[src/rtl/tableFsmPkg.sv]
package tableFsmPkg;

  localparam int MEALY_W = 2;
  localparam int MOORE_W = 3;

  typedef enum logic [MEALY_W-1:0] {
    ST_A = 2'd0,
    ST_B = 2'd1,
    ST_C = 2'd2,
    ST_D = 2'd3
  } mealyStT;

  // Moore states: Mealy state paired with the output it was entered with.
  typedef enum logic [MOORE_W-1:0] {
    MS_A0 = 3'd0,
    MS_A1 = 3'd1,
    MS_B0 = 3'd2,
    MS_B1 = 3'd3,
    MS_C0 = 3'd4,
    MS_D0 = 3'd5,
    MS_D1 = 3'd6
  } mooreStT;

  // Strobes from the Mealy control toward the top.
  typedef struct packed {
    mealyStT cur;
    mealyStT nxt;
    logic    z;
  } stepT;

endpackage

[src/rtl/mealyCtrl.sv]
module mealyCtrl
  import tableFsmPkg::*;
(
  input  logic clk,
  input  logic rstN,
  input  logic x,
  output stepT step
);

  mealyStT stateQ;
  mealyStT stateD;
  logic    zOut;

  always_comb begin
    stateD = stateQ;
    zOut   = 1'b0;
    unique case (stateQ)
      ST_A: begin stateD = x ? ST_B : ST_C; zOut = 1'b0; end
      ST_B: begin stateD = x ? ST_D : ST_A; zOut = ~x;   end
      ST_C: begin stateD = x ? ST_A : ST_B; zOut = 1'b1; end
      ST_D: begin stateD = x ? ST_C : ST_D; zOut = ~x;   end
      default: begin stateD = ST_A; zOut = 1'b0; end
    endcase
  end

  always_ff @(posedge clk or negedge rstN) begin
    if (!rstN) stateQ <= ST_A;
    else       stateQ <= stateD;
  end

  always_comb begin
    step.cur = stateQ;
    step.nxt = stateD;
    step.z   = zOut;
  end

endmodule

[src/rtl/mooreDp.sv]
module mooreDp
  import tableFsmPkg::*;
(
  input  logic clk,
  input  logic rstN,
  input  logic x,
  output logic zMoore
);

  mooreStT stateQ;
  mooreStT stateD;

  always_comb begin
    stateD = stateQ;
    unique case (stateQ)
      MS_A0, MS_A1: stateD = x ? MS_B0 : MS_C0;
      MS_B0, MS_B1: stateD = x ? MS_D0 : MS_A1;
      MS_C0:        stateD = x ? MS_A1 : MS_B1;
      MS_D0, MS_D1: stateD = x ? MS_C0 : MS_D1;
      default:      stateD = MS_A0;
    endcase
  end

  always_ff @(posedge clk or negedge rstN) begin
    if (!rstN) stateQ <= MS_A0;
    else       stateQ <= stateD;
  end

  always_comb begin
    unique case (stateQ)
      MS_A1, MS_B1, MS_D1: zMoore = 1'b1;
      default:             zMoore = 1'b0;
    endcase
  end

endmodule

[src/rtl/tableFsmPair.sv]
module tableFsmPair
  import tableFsmPkg::*;
(
  input  logic       clk,
  input  logic       rstN,
  input  logic       x,
  output logic       zMealy,
  output logic       zMoore,
  output logic [1:0] mealyState
);

  stepT step;

  mealyCtrl u_ctrl (
    .clk  (clk),
    .rstN (rstN),
    .x    (x),
    .step (step)
  );

  mooreDp u_dp (
    .clk    (clk),
    .rstN   (rstN),
    .x      (x),
    .zMoore (zMoore)
  );

  assign zMealy     = step.z;
  assign mealyState = step.cur;

endmodule

[config.mk]
export PLATFORM = sky130hd
export DESIGN_NAME = tableFsmPair
export DESIGN_NICKNAME = d
export VERILOG_FILES = /design/src/rtl/tableFsmPkg.sv /design/src/rtl/mealyCtrl.sv /design/src/rtl/mooreDp.sv /design/src/rtl/tableFsmPair.sv
export SDC_FILE = /design/constraint.sdc
export NUM_CORES = 1
export LEC_CHECK = 0
export ABC_AREA = 0
export CORE_AREA = 5 5 42 44
export DETAILED_ROUTE_END_ITERATION = 8
export DIE_AREA = 0 0 47 49
export GPL_ROUTABILITY_DRIVEN = 0
export PLACE_DENSITY = 0.41
export SKIP_LAST_GASP = 1
export SYNTH_ARGS = -nofsm -noshare
export SYNTH_HDL_FRONTEND = slang
export SYNTH_SLANG_ARGS = --single-unit
[constraint.sdc]
create_clock -name clk -period 1.8 [get_ports clk]
set_input_delay 0.18 -clock clk [delete_from_list [all_inputs] [get_ports clk]]
set_output_delay 0.18 -clock clk [all_outputs]
set_load 0.05 [all_outputs]
[Word-level counts from Yosys, hierarchy flattened]
Index checks and enable logic that the tools add are counted.
Widths: inputs -> output; s select.
Operators by class
  equal/unequal tests: 9
  muxes and demuxes: 12
  bitwise gates (word level): 1
  reductions and logical operators: 7
Operators with widths (number)
  $pmux 3 s4: 1
  $eq 3x3->1 const B: 3
  $mux 2: 4
  $pmux 2 s4: 1
  $reduce_or 2->1: 4
  $eq 3x2->1 const B: 2
  $mux 3: 2
  $eq 2x2->1 const B: 2
  $eq 3x1->1 const B: 1
  $logic_not 3->1: 1
  $mux 1: 3
  $pmux 1 s3: 1
  $reduce_or 3->1: 1
  $eq 2x1->1 const B: 1
  $logic_not 2->1: 1
  $not 1->1: 1
Storage, ports and cells
  register bits after elaboration: 5
  input bits: 3
  output and inout port bits: 4
  word-level logic and storage cells: 31

[Longest topological paths before layout]
Gate-level depths: netlist (run 1).
  depth after elaboration: 3
  depth in mapped cells: 3
  gate-level depth less buffers: 3

[By module]
A second synthesis (run 1) with hierarchy kept.
Unflattened totals
  cell total of the unflattened synthesis: 21
  area, all modules: 236.5 µm²
By module, submodules not included
  mooreDp: times used 1, cells an instance 13, area an instance 141.4 µm², sequential area each 75.1 µm²
  mealyCtrl: times used 1, cells an instance 8, area an instance 95.1 µm², sequential area each 50.0 µm²

[Least setup slack after synthesis (run 1)]
Ideal clock, no wire load.
  path type: register to output
  start: register u_dp.stateQ[2]
  end: output port zMoore
  arrival: 1.249 ns
  required time: 1.620 ns
  path slack: 0.371 ns
  cell stages (with the launch flop): 2
  path buffers: 0
  path through: dfrtp_1 > mux2i_1
Between the ends
  longest elaborated chain between the ends: 3
RTL lines
  from (decl): RTL line mooreDp.sv:10  | mooreStT stateQ;
  from (signal assigned): RTL line mooreDp.sv:26  | else stateQ <= stateD;
  $eq 3x1->1, or another cell as far along: RTL line mooreDp.sv:30  | unique case (stateQ)
  $reduce_or 3->1 *: RTL line mooreDp.sv:30
  $mux 1 *: RTL line mooreDp.sv:30
  to (decl): RTL line tableFsmPair.sv:8  | output logic zMoore,
Every way passes the cells marked *; elsewhere a longest branch is shown, timed or not.

[Final worst setup path (run 1)]
  start: register u_ctrl.stateQ[0]
  end: output port mealyState[0]
RTL lines
  from (decl): RTL line mealyCtrl.sv:10  | mealyStT stateQ;
  from (signal assigned): RTL line mealyCtrl.sv:28  | else stateQ <= stateD;
  to (decl): RTL line tableFsmPair.sv:9  | output logic [1:0] mealyState
No word-level cell between the ends.

==> results of run 1 <==
==> cells in the mapped netlist <==
cell	number	share of area [%]
mux2_2	1	4.7
nor2_1	4	6.3
inv_1	1	1.6
xor2_1	2	7.3
a22o_1	1	3.7
xnor2_1	1	3.7
dfrtp_1	5	52
buf_4	2	6.3
a21oi_1	2	4.2
mux2i_1	2	8.4
nand2_1	1	1.6
==> final cells by class <==
cell class / instances / area [um2]
Tap cell: 16 / 20.0
Clock buffer: 4 / 26.3
Fill cell: 156 / 1060
Inverter: 1 / 3.75
Sequential cell: 5 / 125
Timing Repair Buffer: 6 / 67.6
Multi-Input combinational cell: 14 / 95.1
==> through the flow <==
stage / util (%) / area [um2] / std cells
final: 24.1 / 338 / 46
after global routing: 24.1 / 338 / 46
after CTS: 24.1 / 338 / 46
after detailed placement: 22.2 / 312 / 42
after global placement: 22.2 / 312 / 42
after floorplan: - / 239 / 22
==> flip-flops by register name, indices dropped and copies added, names as in the netlist <==
name	flops
u_dp.stateQ	3
u_ctrl.stateQ	2
==> cell usage in the layout, fill, tap and decap left out, drive strengths merged <==
cell type and n:
a21oi 2, a22o 1, dfrtp 5, mux2i 2
mux2 1, xor2 2, clkdlybuf4s50 4, buf 2
nand2 1, nor2 4, clkbuf 4, inv 1
xnor2 1
==> cell families after synthesis <==
kind of cell,count (synthesis),share of synthesized area (%)
AOI/OAI and AO/OA,3,7.85
xor gates and xnor gates,3,11.0
buffers and inverters,3,7.85
DFF,5,52.4
muxes,3,13.1
and+or+nand+nor,5,7.85
==> path summary, 6_finish.rpt <==
path	startpoint	endpoint	slack [ns]	cells past startpoint
worst max-delay path	u_ctrl.stateQ[0]	mealyState[0]	0.16	1
worst min-delay path	rstN	u_ctrl.stateQ[0]	0.17	1
worst max register to register	u_dp.stateQ[2]	u_dp.stateQ[2]	0.86	3
worst min register to register	u_ctrl.stateQ[1]	u_ctrl.stateQ[0]	0.52	1
max in group asynchronous	rstN	u_dp.stateQ[2]	1.43	1
min in group clk	u_ctrl.stateQ[1]	u_ctrl.stateQ[0]	0.52	1
==> per-layer routing <==
layer  share of wire [%]  global-route usage, %
met3                  13                   5.90
met4                   0                   1.38
met1                  42                   5.83
met2                  44                   6.79
met5                   0                      0
==> flow_summary.json, run 1 <==
{
  "fin_crit_sh_pct": 91.1,
  "max_freq_mhz": 610,
  "grtUsageTotal_pct": 5.32,
  "drt-initial-drc-count": 2,
  "avgSynthCellArea_um2": 10.9,
  "outcome": "completed",
  "fin_ws_ns": 0.160,
  "hold_ws_ns": 0.166,
  "route.vias.total": 184,
  "slew_viol_final": 0,
  "max-cap-violations": 0,
  "hold_class": "primary input to asynchronous set/reset pin",
  "worstPathArrival_ns": 1.46,
  "synth_nets": 25,
  "grt_pass1_wl_um": 793,
  "worstSetupPathType": "flip-flop to primary output",
  "skew_ns": 0.00700,
  "final-setup-viol-count": 0,
  "drive_above_1_share_pct": 20.0,
  "synthCells": 22,
  "setup_tns_ns": 0,
  "rsz0062_at_grt": "false",
  "netlist_area_um2": 239,
  "first_pass_iters": 3,
  "chipHeight_um": 49,
  "drc": 0,
  "clk_pin_slew_ns": 0.05,
  "cp_slowest_cell": "clkdlybuf4s50_1",
  "postCtsSetupRepairBufs": 0,
  "nets": 34,
  "yosysWarnings": 0,
  "htree_levels": 1,
  "ys_ff_latch": 5,
  "area_growth_pct": 41.4,
  "slew_headroom_pct": 67.1,
  "yosysUniqueCellTypes": 11,
  "cts_tree": "built",
  "overflow": 0,
  "wl_per_cell_um": 11.2,
  "critPathRequiredTime_ns": 1.62,
  "crit_chain": "clkdlybuf4s50_1",
  "cts_buffers": 3,
  "die_area_um2": 2300,
  "min_period_ns": 1.64,
  "rows": 14,
  "die_w_um": 47,
  "synth-seq-area-share_pct": 52.4,
  "path_buf_inv": 1,
  "post-place-ws_ns": 0.398,
  "grt_pass1_vias": 185,
  "wirelength_um": 514,
  "crit_path_end_kind": "primary output",
  "finalHoldViolCount": 0,
  "post_cts_resized": 0,
  "hpwl_um": 393,
  "grt_max_degree": 8,
  "antenna_found_initial": 0,
  "cts_root_buffer": "clkbuf_4",
  "critical_path.top_delay_family": "buffers and inverters",
  "worst_pin_slew_ns": 0.492,
  "vias_per_cell": 4.00,
  "cts.path.max_buffers": 2,
  "clk_latency_ns": 0.24,
  "worst_path_largest_cell_delay_ns": 0.82,
  "cts_sinks": 5,
  "cts_hold_buf": 0,
  "ios": 7,
  "drt.antenna.violating_nets": 0,
  "antenna_cells": 0,
  "start_util_pct": 17.1,
  "core_um2": 1400,
  "numPortBuffers": 6,
  "worstPathMaxFanout": 3,
  "critPathLaunchType": "flip-flop"
}
Power of run 1 is left out: the tool's default activity adds up to more than one toggle a clock period on the data nets, which glitch-free logic cannot reach.
==> inputs of run 2 (changes only) <==
Settings changed: SETUP_SLACK_MARGIN set to 0.3.
==> run 2 against run 1 <==
Clock skew hardly changed; via count down 1.1%; worst hold slack barely moved; sequential share of layout area up 0.28 points; global-route usage did not move; wire length is 0.78% higher; critical path type is now primary input to primary output; critical endpoint is now zMealy.
==> flow_summary.json, run 2 (synthesis gave the netlist of run 1 again) <==
{
  "vias_per_cell": 3.96,
  "slew_viol_final": 0,
  "die_area_um2": 2300,
  "max_freq_mhz": 721,
  "rsz0062_at_grt": "false",
  "first_pass_iters": 3,
  "critical_path.top_delay_family": "buffers and inverters",
  "clk_latency_ns": 0.24,
  "post-place-ws_ns": 0.398,
  "min_period_ns": 1.39,
  "crit_chain": "clkdlybuf4s50_1 -> mux2i_1 -> buf_12",
  "critPathRequiredTime_ns": 1.62,
  "grtUsageTotal_pct": 5.32,
  "final_common_cell": "dfrtp_1",
  "worst_path_largest_cell_delay_ns": 0.53,
  "grt_pass1_wl_um": 793,
  "die_w_um": 47,
  "outcome": "completed",
  "antenna_found_initial": 0,
  "hpwl_um": 393,
  "area_growth_pct": 40.3,
  "multiInputGateArea_um2": 95.1,
  "skew_ns": 0.00712,
  "overflow": 0,
  "start_util_pct": 17.1,
  "rows": 14,
  "wirelength_um": 518,
  "final-setup-viol-count": 0,
  "drc": 0,
  "finalHoldViolCount": 0,
  "critPathLaunchType": "primary input",
  "path_buf_inv": 2,
  "fin_ws_ns": 0.413,
  "register_area_um2": 125,
  "grt_pass1_vias": 185,
  "clk_pin_slew_ns": 0.05,
  "fin_crit_sh_pct": 77.0,
  "cts.path.max_buffers": 2,
  "drive_above_1_share_pct": 20.0,
  "top_register": "u_dp.stateQ",
  "core_um2": 1400,
  "hold_class": "primary input to asynchronous set/reset pin",
  "worstPathArrival_ns": 1.21,
  "route.vias.total": 182,
  "worst_pin_slew_ns": 0.487,
  "wl_per_cell_um": 11.3,
  "worstPathMaxFanout": 6,
  "numPortBuffers": 6,
  "largest_register_ffs": 3,
  "chipHeight_um": 49,
  "drt.antenna.violating_nets": 0,
  "htree_levels": 1,
  "fillers": 155,
  "reg_top3": "u_dp.stateQ (3), u_ctrl.stateQ (2)",
  "grt_max_degree": 8,
  "cts_buffers": 3,
  "cts_hold_buf": 0,
  "cts_root_buffer": "clkbuf_4",
  "setup_tns_ns": 0,
  "nets": 34,
  "antenna_cells": 0,
  "slew_headroom_pct": 67.6,
  "worstSetupPathType": "primary input to primary output",
  "cts_tree": "built",
  "cts_sinks": 5,
  "ios": 7,
  "max-cap-violations": 0,
  "cp_slowest_cell": "clkdlybuf4s50_1",
  "crit_path_end_kind": "primary output",
  "layout_common_cells": "dfrtp_1 (5), nor2_1 (4), clkbuf_4 (3)",
  "drt-initial-drc-count": 2
}
==> run 2: cell count changes in the layout (fill, tap and decap cells not counted), sizes merged <==
cell	before	now
dlygate4sd2	0	2
clkdlybuf4s50	4	2
==> run 2: worst paths after layout <==
path	start	end	slack, ns	cells after the start
worst max-delay path	x	zMealy	0.41	3
worst min-delay path	rstN	u_ctrl.stateQ[0]	0.17	1
worst max register to register	u_dp.stateQ[2]	u_dp.stateQ[2]	0.86	3
worst min register to register	u_ctrl.stateQ[0]	u_ctrl.stateQ[1]	0.51	1
max in group asynchronous	rstN	u_dp.stateQ[2]	1.43	1
min in group clk	u_ctrl.stateQ[0]	u_ctrl.stateQ[1]	0.51	1
==> run 2: per-layer routing <==
| layer | track usage, % | part of all wire (%) | wire length, um |
|---|---|---|---|
| met5 | 0 | 0 | 0 |
| met4 | 1.38 | 0 | 0 |
| met3 | 5.90 | 14 | 72 |
| met2 | 6.79 | 44 | 228 |
| met1 | 5.83 | 42 | 216 |
==> run 2: final cells by class <==
cell class,instances,share of cell area [%]
clock buffers,4,7.84
inverters,1,1.12
multi-input cells,14,28.4
flip-flops and latches,5,37.3
well taps,16,5.97
repair buffers,6,19.4
==> run 2: what timing repair did <==
| item | 4_1_cts | 5_1_grt |
|---|---|---|
| gates resized for setup | 2 | 0 |
| setup endpoints to repair | 2 | 0 |
| setup buffers | 0 | 0 |
==> run 2: worst register-to-register path, delay by kind of cell (launching register included) <==
| family | cells | cell delay [ns] |
|---|---|---|
| and+or+nand+nor | 1 | 0.07 |
| AOI/OAI and AO/OA | 1 | 0.19 |
| DFF | 1 | 0.43 |
| xor gates and xnor gates | 1 | 0.15 |
==> run 2: metrics by stage <==
stage               hold slack (ns)  utilization [%]  std cells  area [um2]
CTS                           0.168             23.9         46         335
finish                        0.166             23.9         46         335
global route                  0.179             23.9         46         335
detailed placement            0.425             22.2         42         312
global placement              0.409             22.2         42         312
floorplan                    -0.116                -         22         239
Power of run 2 is left out for the same reason.
